===== src/rtl/sdfw_pkg.sv =====
`timescale 1ns/1ps
package sdfw_pkg;
  localparam int CFG_W       = 16;
  localparam int LVL_W       = 5;
  localparam int RXEN_BIT    = 15;
  localparam int HI_LSB      = 8;
  localparam int TXEN_BIT    = 7;
  localparam int LO_LSB      = 0;

  typedef struct packed {
    logic             rx_en;
    logic [LVL_W-1:0] hi_mark;
    logic             tx_en;
    logic [LVL_W-1:0] lo_mark;
  } buf_cfg_t;

  localparam buf_cfg_t CFG_RST = '{rx_en: 1'b0, hi_mark: 5'h1F,
                                   tx_en: 1'b0, lo_mark: 5'h00};
endpackage


===== src/rtl/sdfw_cfg_reg.sv =====
`timescale 1ns/1ps
module sdfw_cfg_reg
  import sdfw_pkg::*;
(
  input  logic             clk,
  input  logic             rst_n,
  input  logic             cfg_we,
  input  logic [CFG_W-1:0] cfg_wdata,
  output buf_cfg_t         cfg_q,
  output logic [CFG_W-1:0] cfg_rdata
);
  buf_cfg_t cfg_d;
  logic     unused_cfg_bits;

  assign unused_cfg_bits = ^{cfg_wdata[14:13], cfg_wdata[6:5]};

  always_comb begin
    cfg_d = cfg_q;
    if (cfg_we) begin
      cfg_d.rx_en   = cfg_wdata[RXEN_BIT];
      cfg_d.hi_mark = cfg_wdata[HI_LSB +: LVL_W];
      cfg_d.tx_en   = cfg_wdata[TXEN_BIT];
      cfg_d.lo_mark = cfg_wdata[LO_LSB +: LVL_W];
    end
  end

  always_ff @(posedge clk or negedge rst_n) begin
    if (!rst_n) cfg_q <= CFG_RST;
    else        cfg_q <= cfg_d;
  end

  always_comb begin
    cfg_rdata                   = '0;
    cfg_rdata[RXEN_BIT]         = cfg_q.rx_en;
    cfg_rdata[HI_LSB +: LVL_W]  = cfg_q.hi_mark;
    cfg_rdata[TXEN_BIT]         = cfg_q.tx_en;
    cfg_rdata[LO_LSB +: LVL_W]  = cfg_q.lo_mark;
  end

  // a written word reads back with only the defined fields kept
  assert_cfg_load_R3: assert property (@(posedge clk) disable iff (!rst_n)
    cfg_we |=> (cfg_rdata == ($past(cfg_wdata) & 16'h9F9F)));
endmodule


===== src/rtl/sdfw_store.sv =====
`timescale 1ns/1ps
module sdfw_store #(
  parameter int DEPTH = 32,
  parameter int WIDTH = 16,
  localparam int AW   = $clog2(DEPTH),
  localparam int CW   = AW + 1
) (
  input  logic             clk,
  input  logic             rst_n,
  input  logic             push,
  input  logic [WIDTH-1:0] push_data,
  input  logic             pop,
  output logic [WIDTH-1:0] head_data,
  output logic [CW-1:0]    count_q,
  output logic             underrun_q
);
  localparam logic [CW-1:0] FULL = CW'(DEPTH);
  localparam logic [AW-1:0] LAST = AW'(DEPTH - 1);

  logic [WIDTH-1:0] mem [DEPTH];
  logic [AW-1:0]    wptr_q, wptr_d, rptr_q, rptr_d;
  logic [CW-1:0]    count_d;
  logic             underrun_d;
  logic             do_push, do_pop, empty;

  assign empty   = (count_q == '0);
  assign do_push = push && (count_q != FULL);
  assign do_pop  = pop && !empty;

  always_comb begin
    wptr_d     = wptr_q;
    rptr_d     = rptr_q;
    count_d    = count_q;
    underrun_d = underrun_q;
    if (do_push) wptr_d = (wptr_q == LAST) ? '0 : wptr_q + 1'b1;
    if (do_pop)  rptr_d = (rptr_q == LAST) ? '0 : rptr_q + 1'b1;
    if (do_push && !do_pop)      count_d = count_q + 1'b1;
    else if (do_pop && !do_push) count_d = count_q - 1'b1;
    if (pop && empty) underrun_d = 1'b1;
  end

  always_ff @(posedge clk or negedge rst_n) begin
    if (!rst_n) begin
      wptr_q     <= '0;
      rptr_q     <= '0;
      count_q    <= '0;
      underrun_q <= 1'b0;
    end else begin
      wptr_q     <= wptr_d;
      rptr_q     <= rptr_d;
      count_q    <= count_d;
      underrun_q <= underrun_d;
    end
  end

  always_ff @(posedge clk) begin
    if (do_push) mem[wptr_q] <= push_data;
  end

  assign head_data = empty ? '0 : mem[rptr_q];

  assert_count_bound_R1: assert property (@(posedge clk) disable iff (!rst_n)
    count_q <= FULL);
  assert_full_drop_R4: assert property (@(posedge clk) disable iff (!rst_n)
    (count_q == FULL && push && !pop) |=> (count_q == FULL));
  assert_underrun_set_R6: assert property (@(posedge clk) disable iff (!rst_n)
    (pop && empty) |=> underrun_q);
  assert_underrun_hold_R6: assert property (@(posedge clk) disable iff (!rst_n)
    underrun_q |=> underrun_q);
  assert_empty_pop_still_R6: assert property (@(posedge clk) disable iff (!rst_n)
    (pop && empty && !push) |=> (count_q == '0));
endmodule


===== src/rtl/sdfw_watermark.sv =====
`timescale 1ns/1ps
module sdfw_watermark
  import sdfw_pkg::*;
#(
  parameter int CW = 6
) (
  input  logic          clk,
  input  logic          rst_n,
  input  logic [CW-1:0] count,
  input  buf_cfg_t      cfg,
  input  logic          dir_rx,
  input  logic          xfer_active,
  output logic          dma_rx_req,
  output logic          dma_tx_req,
  output logic          stat_af,
  output logic          stat_ae
);
  logic idle_empty, over_hi, under_lo;
  logic rx_d, tx_d, af_d, ae_d;

  always_comb begin
    idle_empty = !xfer_active && (count == '0);
    over_hi    = dir_rx && (count > CW'(cfg.hi_mark));
    under_lo   = !dir_rx && (count < CW'(cfg.lo_mark));
    rx_d = 1'b0;
    af_d = 1'b0;
    tx_d = 1'b0;
    ae_d = 1'b0;
    if (!idle_empty) begin
      rx_d = over_hi  &&  cfg.rx_en;
      af_d = over_hi  && !cfg.rx_en;
      tx_d = under_lo &&  cfg.tx_en;
      ae_d = under_lo && !cfg.tx_en;
    end
  end

  always_ff @(posedge clk or negedge rst_n) begin
    if (!rst_n) begin
      dma_rx_req <= 1'b0;
      dma_tx_req <= 1'b0;
      stat_af    <= 1'b0;
      stat_ae    <= 1'b0;
    end else begin
      dma_rx_req <= rx_d;
      dma_tx_req <= tx_d;
      stat_af    <= af_d;
      stat_ae    <= ae_d;
    end
  end

  assert_rx_excl_R7: assert property (@(posedge clk) disable iff (!rst_n)
    !(dma_rx_req && stat_af));
  assert_tx_excl_R8: assert property (@(posedge clk) disable iff (!rst_n)
    !(dma_tx_req && stat_ae));
  assert_idle_clear_R9: assert property (@(posedge clk) disable iff (!rst_n)
    (!xfer_active && count == '0) |=>
      !(dma_rx_req || dma_tx_req || stat_af || stat_ae));
endmodule


===== src/rtl/sd_fifo_wm.sv =====
`timescale 1ns/1ps
module sd_fifo_wm
  import sdfw_pkg::*;
#(
  parameter int DEPTH = 32,
  parameter int WIDTH = 16
) (
  input  logic                    clk,
  input  logic                    rst_n,
  input  logic                    xfer_active,
  input  logic                    dir_rx,
  input  logic                    cfg_we,
  input  logic [CFG_W-1:0]        cfg_wdata,
  output logic [CFG_W-1:0]        cfg_rdata,
  input  logic                    cpu_wr,
  input  logic [WIDTH-1:0]        cpu_wdata,
  input  logic                    cpu_rd,
  input  logic                    card_push,
  input  logic [WIDTH-1:0]        card_wdata,
  input  logic                    card_pop,
  output logic [WIDTH-1:0]        rd_data,
  output logic [$clog2(DEPTH):0]  fill_count,
  output logic                    dma_rx_req,
  output logic                    dma_tx_req,
  output logic                    stat_af,
  output logic                    stat_ae,
  output logic                    underrun
);
  localparam int CW = $clog2(DEPTH) + 1;

  buf_cfg_t         cfg_q;
  logic             push, pop;
  logic [WIDTH-1:0] push_data;

  // direction routes the filling and draining strobes
  assign push      = dir_rx ? card_push  : cpu_wr;
  assign push_data = dir_rx ? card_wdata : cpu_wdata;
  assign pop       = dir_rx ? cpu_rd     : card_pop;

  sdfw_cfg_reg u_cfg (
    .clk       (clk),
    .rst_n     (rst_n),
    .cfg_we    (cfg_we),
    .cfg_wdata (cfg_wdata),
    .cfg_q     (cfg_q),
    .cfg_rdata (cfg_rdata)
  );

  sdfw_store #(.DEPTH(DEPTH), .WIDTH(WIDTH)) u_store (
    .clk        (clk),
    .rst_n      (rst_n),
    .push       (push),
    .push_data  (push_data),
    .pop        (pop),
    .head_data  (rd_data),
    .count_q    (fill_count),
    .underrun_q (underrun)
  );

  sdfw_watermark #(.CW(CW)) u_wm (
    .clk         (clk),
    .rst_n       (rst_n),
    .count       (fill_count),
    .cfg         (cfg_q),
    .dir_rx      (dir_rx),
    .xfer_active (xfer_active),
    .dma_rx_req  (dma_rx_req),
    .dma_tx_req  (dma_tx_req),
    .stat_af     (stat_af),
    .stat_ae     (stat_ae)
  );
endmodule


===== config.mk =====
export PLATFORM = sky130hd
export DESIGN_NAME = sd_fifo_wm
export DESIGN_NICKNAME = d
export VERILOG_FILES = /design/src/rtl/sdfw_pkg.sv /design/src/rtl/sdfw_cfg_reg.sv /design/src/rtl/sdfw_store.sv /design/src/rtl/sdfw_watermark.sv /design/src/rtl/sd_fifo_wm.sv
export SDC_FILE = /design/constraint.sdc
export NUM_CORES = 1
export LEC_CHECK = 0
export ABC_AREA = 0
export BUFFER_PORTS_ARGS = -buffer_cell sky130_fd_sc_hd__buf_4
export CAP_MARGIN = 20
export CORE_ASPECT_RATIO = 1.4
export CORE_MARGIN = 2
export CORE_UTILIZATION = 41
export CTS_BUF_LIST = sky130_fd_sc_hd__clkbuf_2 sky130_fd_sc_hd__clkbuf_4 sky130_fd_sc_hd__clkbuf_8
export CTS_CLUSTER_DIAMETER = 120
export DETAILED_ROUTE_END_ITERATION = 12
export GPL_TIMING_DRIVEN = 1
export HOLD_SLACK_MARGIN = 0.06
export PLACE_DENSITY = 0.55
export SYNTH_ARGS = -nofsm -noshare
export SYNTH_HDL_FRONTEND = slang
export SYNTH_SLANG_ARGS = --single-unit
export TNS_END_PERCENT = 20

===== constraint.sdc =====
create_clock -name clk -period 3.7 [get_ports clk]
set_input_delay 0.37 -clock clk [delete_from_list [all_inputs] [get_ports clk]]
set_output_delay 0.37 -clock clk [all_outputs]
set_load 0.02 [all_outputs]

* Word level (Yosys, flattened, before mapping)
Memory sizes are Yosys's and may differ from the RTL's.
Index checks and enable logic that the tools add are counted.
** Storage, ports and cells
- Output and inout bits :: 43
- Bits in writable memories :: 512
- Input bits :: 57
- Memories kept :: 1
- Register bits :: 33
** Operators by class
- Muxes and demuxes :: 14
- Reduce and logical (&&, ||, !) cells :: 21
- $lt $le $gt $ge :: 2
- Add/sub/neg operators :: 4
- Equal/unequal tests :: 3
** Memories
- u_store.mem :: depth 32, width 16, rd ports 1, clocked after Yosys merged registers in 0, write ports 1, line sdfw_store.sv:20 : logic [WIDTH-1:0] mem [DEPTH];
** Operators by type and width (count)
- 16-bit 2-to-1 mux :: 2
- 1-bit logical AND :: 12
- 6-bit 2-to-1 mux :: 2
- 5-bit by 1-bit adder with 5-bit output (second input constant) :: 2
- 5-bit equality test (second input constant) :: 2
- 5-bit 2-to-1 mux :: 2
- 1-bit 2-to-1 mux :: 8
- 1-bit zero test :: 7
- 6-bit by 1-bit adder with 6-bit output (second input constant) :: 1
- 6-bit by 5-bit greater-than comparator with 1-bit output :: 1
- 6-bit zero test :: 1
- 6-bit by 5-bit less-than comparator with 1-bit output :: 1
- 6-bit inequality test (second input constant) :: 1
- 6-bit by 1-bit subtractor with 6-bit output (second input constant) :: 1
- 2-bit nonzero test :: 1

* Depth between registers and ports, before layout
- Depth after elaboration :: 6
- Gate-level depth with buffers :: 11
- Mapped depth without buffers :: 9

* By module
Synthesis repeated with hierarchy kept, for this count alone.
** Unflattened totals
- Cells, all modules :: 1095
- Area total of the unflattened synthesis :: 21966.1 µm²
** By module, submodules not included
- sdfw_store :: seq. area each 15800.2 µm², instances 1, cells each 988, area an instance 20678.6 µm²
- sdfw_cfg_reg :: seq. area each 306.5 µm², instances 1, cells each 42, area an instance 614.3 µm²
- sdfw_watermark :: seq. area each 100.1 µm², instances 1, cells each 45, area an instance 401.6 µm²
- sd_fifo_wm :: seq. area each 0.0 µm², instances 1, cells each 20, area an instance 271.5 µm²

* Worst setup path after synthesis
Ideal clock, no wire load.
- Kind :: reg2reg
- From :: register u_store.count_q[0]
- To :: register u_store.count_q[5]
- Library setup time :: 0.136 ns
- Period minus slack after synthesis :: 3.251 ns
- Arrival :: 3.114 ns
- Required time :: 3.564 ns
- Cell stages (with the launch flop) :: 12
- Path buffers :: 2
- Path slack :: 0.449 ns
- Cells stage by stage :: dfrtp_1 -> or4_1 -> buf_2 -> o31a_1 -> buf_2 -> ha_1 -> inv_1 -> ha_1 -> or4_1 -> o211ai_1 -> nor3_1 -> xnor2_1
** Between the ends
- Elaborated cells on any way between the ends :: 14
- Classes of those cells :: 2 x add/sub; 1 x eq/ne; 2 x mux; 9 x reduce/logical
** RTL lines
- from (decl) :: line sdfw_store.sv:14 : output logic [CW-1:0] count_q,
- from (signal assigned) :: line sdfw_store.sv:51 : count_q <= count_d;
- 6-bit inequality test (*) :: line sdfw_store.sv:27 : assign do_push = push && (count_q != FULL);
- 1-bit logical AND (*) :: line sdfw_store.sv:27
- named net u_store.do_push :: line sdfw_store.sv:24 : logic do_push, do_pop, empty;
- 1-bit zero test :: line sdfw_store.sv:38 : else if (do_pop && !do_push) count_d = count_q - 1'b1;
- 1-bit logical AND :: line sdfw_store.sv:38
- 2-bit nonzero test (no source line)
The timed path passes the listed nets; every way through them passes the cells marked *. The select of a mux whose other input is x is not followed.
A chain may end at the register's enable or synchronous reset.

* Worst setup path after layout
- From :: register u_store.count_q[0]
- To :: output port rd_data[15]
** Between the ends
- Cells in the longest elaborated chain, start to end :: 2
** Ends and longest elaborated chain
- 6-bit zero test :: line sdfw_store.sv:26 : assign empty = (count_q == '0);
- 16-bit 2-to-1 mux :: line sdfw_store.sv:60 : assign head_data = empty ? '0 : mem[rptr_q];
- to (decl) :: line sd_fifo_wm.sv:21 : output logic [WIDTH-1:0] rd_data,
Every way passes these cells.

==> summary.md <==
| Metric | Value |
|---|---|
| Peak VDD IR | `0.000345 V` |
| WL per Instance | `24.7 µm` |
| Die height | `278 µm` |
| F_max | `284 MHz` |
| Post-synth EDFFs | `roughly 510` |
| Synth cell types | `59` |
| Nets | `1,394` |
| CP endpoint kind | `output pin` |
| Clock Tree Root | `clkbuf_8` |
| Rows | `100` |
| Period utilization | `0.952` |
| Iter 0 DRT Violations | `just under 900` |
| PD cells | `708 nW/µm²` |
| H-tree depth | `3` |
| GR Overflow Total | `0` |
| CP Cell Sequence | `or4_4 -> nor3_4 -> nor3_2 -> buf_6 -> a22oi_1 -> o221ai_1 -> buf_4` |
| Compound-Gate Fraction of Synth Area | `0.0395` |
| Antenna violations before repair | `1` |
| Leak pwr | `8.72 nW` |
| Initial cell density of the core | `0.413` |
| RSZ-0062 raised after global routing | `false` |
| Vias | `around 11,000` |
| Core Area | `53,100 µm²` |
| Reg clk slew, reported paths | `around 0.060 ns` |
| Worst Tran Pin Value | `0.866 ns` |
| Post-synthesis sequential area ratio | `0.739` |
| Final setup fails | `0` |
| Final Non-Filler Cells | `about 2,100` |
| First-pass iteration count of the detailed router | `5` |
| Share of cells above drive strength 1 | `0.321` |
| Syn avg cell area | `between 15 and 20 µm²` |
| Slowest Stage Delay on Critical Path | `0.63 ns` |
| Area growth syn-to-layout | `17.5%` |
| Critical path startpoint category | `flip-flop` |
| Clock Tree Buf Depth | `3` |
| Min cycle time layout | `3.52 ns` |
| HP Class | `primary input to flip-flop` |
| Total GRT Usage | `0.192` |
| Register-to-Register Path Depth | `9` |
| Gpl congestion | `roughly 0.8` |
| CTS buffer count | `between 80 and 90` |
| Clk sinks | `approximately 550` |
| Die area | `about 55,000 µm²` |
| Hold Fails Final Rpt | `0` |
| Yosys Warn Count | `0` |
| Simple-gate share of the synthesized area | `0.0321` |
| Num ports | `100` |
| Placed Cells | `1,906` |
| Number of I/O port buffers | `between 90 and 100` |
| Mux cell area share after synthesis | `0.157` |
| Delay-heaviest family, CP | `simple AND/OR/NAND/NOR gates` |
| #FFs+latches synth | `545` |
| Max-cap viol count | `0` |
| CTS tree | `done` |
| Synthesized cell area | `roughly 22,000 µm²` |
| Post-Synthesis Cells | `roughly 1,100` |
| Final hold slack | `0.120 ns` |
| Final core utilization | `0.486` |
| Pin count of the biggest net entering global routing | `69` |
| Die Width | `199 µm` |
| CP Buf/Inv Count | `2` |
| Residual DRC | `0` |
| Worst hold path depth | `2` |
| Total power | `around 18 mW` |
| Final Slew Violations | `0` |
| CP Depth | `7` |
| Skew-Pair Late Insertion Delay | `0.66 ns` |
| Vias per cell | `5.30` |
| WP data required | `approximately 3.3 ns` |
| Run status | `finished clean` |
| Post-Synth Adder-Cell Area | `0.0129` |
| Post-DP HPWL | `30.8 mm` |
| WS Path Type | `flip-flop to output pin` |
| Total wire length | `roughly 52 mm` |
| Post-Synth XOR/XNOR Area | `0.00200` |
| Largest family of logic cells by synthesized area | `multiplexers` |
| Skew final | `0.0219 ns` |
| Worst Path Max Fanout | `16` |
| First-pass GRT wire length | `76.0 mm` |
| ANT nets after route | `0` |
| Number of global-route vias before repair | `11,490` |
| CP Data Arrival Time | `3.15 ns` |
| Post-synthesis async set-or-reset flop share | `0.0606` |
| Sum of negative setup slack | `0 ns` |
| Crit-path slowest cell | `or4_4` |
| Post-synth top flop | `edfxtp_1` |
| Slew margin rel. | `0.423` |
==> through the flow <==
| stage | setup slack (ns) | instance area [µm²] |
|---|---|---|
| after detailed placement | 0.485 | 23800 |
| after CTS | 0.0403 | 25700 |
| after global routing | 0.0863 | 25800 |
| after global placement | 0.513 | 23700 |
| after floorplan | 0.449 | 21900 |
| final | 0.179 | 25800 |
==> logic make-up (layout without fill, tap and decap cells) <==
family                   Yosys count  in the layout
XOR/XNOR                           5              5
buffers and inverters             78            352
multiplexers                     217            217
AO/OA/AOI/OAI                    106            106
adder cells (fa/ha/maj)           22             22
other                              1              5
flip-flops                       545            545
AND/OR/NAND/NOR                  132            132
==> registers in the layout (all words and copies together) (netlist names) <==
signal / count
u_cfg.cfg_q: 12
u_store.count_q: 6
u_store.mem: 512
u_store.rptr_q: 5
u_store.underrun_q: 1
u_store.wptr_q: 5
u_wm.dma_rx_req: 1
u_wm.dma_tx_req: 1
u_wm.stat_ae: 1
u_wm.stat_af: 1
==> synth_stat cells, drive strengths merged, types with 23 or more instances <==
cell type,instances,area (µm²)
dfrtp,28,701
a221oi,30,263
mux2,27,304
nand2,29,111
nor2,37,139
mux4,98,2210
buf,33,219
o21ai,23,115
edfxtp,512,15400
nor2b,31,194
clkbuf,29,109
mux2i,92,921
==> cell type report <==
class	count	area (µm²)
Fill cell	4477	27300
Sequential cell	545	16200
Multi-Input combinational cell	486	5390
Timing Repair Buffer	181	1590
Clock buffer	119	1440
Tap cell	714	893
Clock inverter	36	160
Inverter	16	60.1
Antenna cell	1	2.50
==> metal layers <==
metal / up-vias / global-route usage / share of wire
met1: 5836 / 0.257 / 0.43
met2: 266 / 0.324 / 0.51
met3: 47 / 0.0299 / 0.038
met5: - / 0 / 0
li1: 4961 / - / -
met4: 0 / 0.0612 / 0.017
==> placed cells by master, fill, tap and decap left out, types with 3 or more instances in the layout <==
cell type      instances
mux2i_1               92
xnor2_1                3
clkbuf_8              88
conb_1                 4
ha_1                  21
nor2_1                34
nor3_1                 4
a221oi_1              30
nand2_1               28
clkbuf_4              31
clkinv_2               7
mux4_2                98
o221ai_1               5
buf_12                10
o221ai_2              11
buf_4                137
clkinv_1              25
dfrtp_1               25
clkinvlp_4             3
nor2b_1               30
nand3_1                5
inv_1                 16
nor3_2                 6
edfxtp_1             512
dlygate4sd3_1         30
a21oi_1                6
o21ai_0               21
dfstp_2                5
mux2_2                26
a22oi_1               16
nor2_2                 3
a21o_1                 4
==> worst paths after layout <==
path	start	end	slack [ns]
worst max-delay path	u_store.count_q[0]	rd_data[15]	0.18
worst min-delay path	cfg_we	u_cfg.cfg_q[1]	0.12
worst max register to register	u_store.count_q[0]	u_store.count_q[5]	0.58
worst min register to register	u_store.underrun_q	u_store.underrun_q	0.46
max in group asynchronous	rst_n	u_store.rptr_q[0]	3.12
min in group asynchronous	rst_n	u_cfg.cfg_q[2]	0.20
==> power breakdown <==
part	internal, mW	switching, mW	leakage, nW	total, mW
sequential	7.27	0.263	5.00	7.53
clock	2.52	2.27	0.847	4.79
combinational	2.48	3.45	2.88	5.93
total	12.3	5.99	8.72	18.3
==> repair_timing <==
action,CTS,global route
buffers inserted,4,0
pin swaps,0,0
setup endpoints to repair,5,1
cloned,0,0
hold buffers,30,0
hold endpoints to repair,46,0
resized for setup,0,1
(Power assumes the default switching activity.)
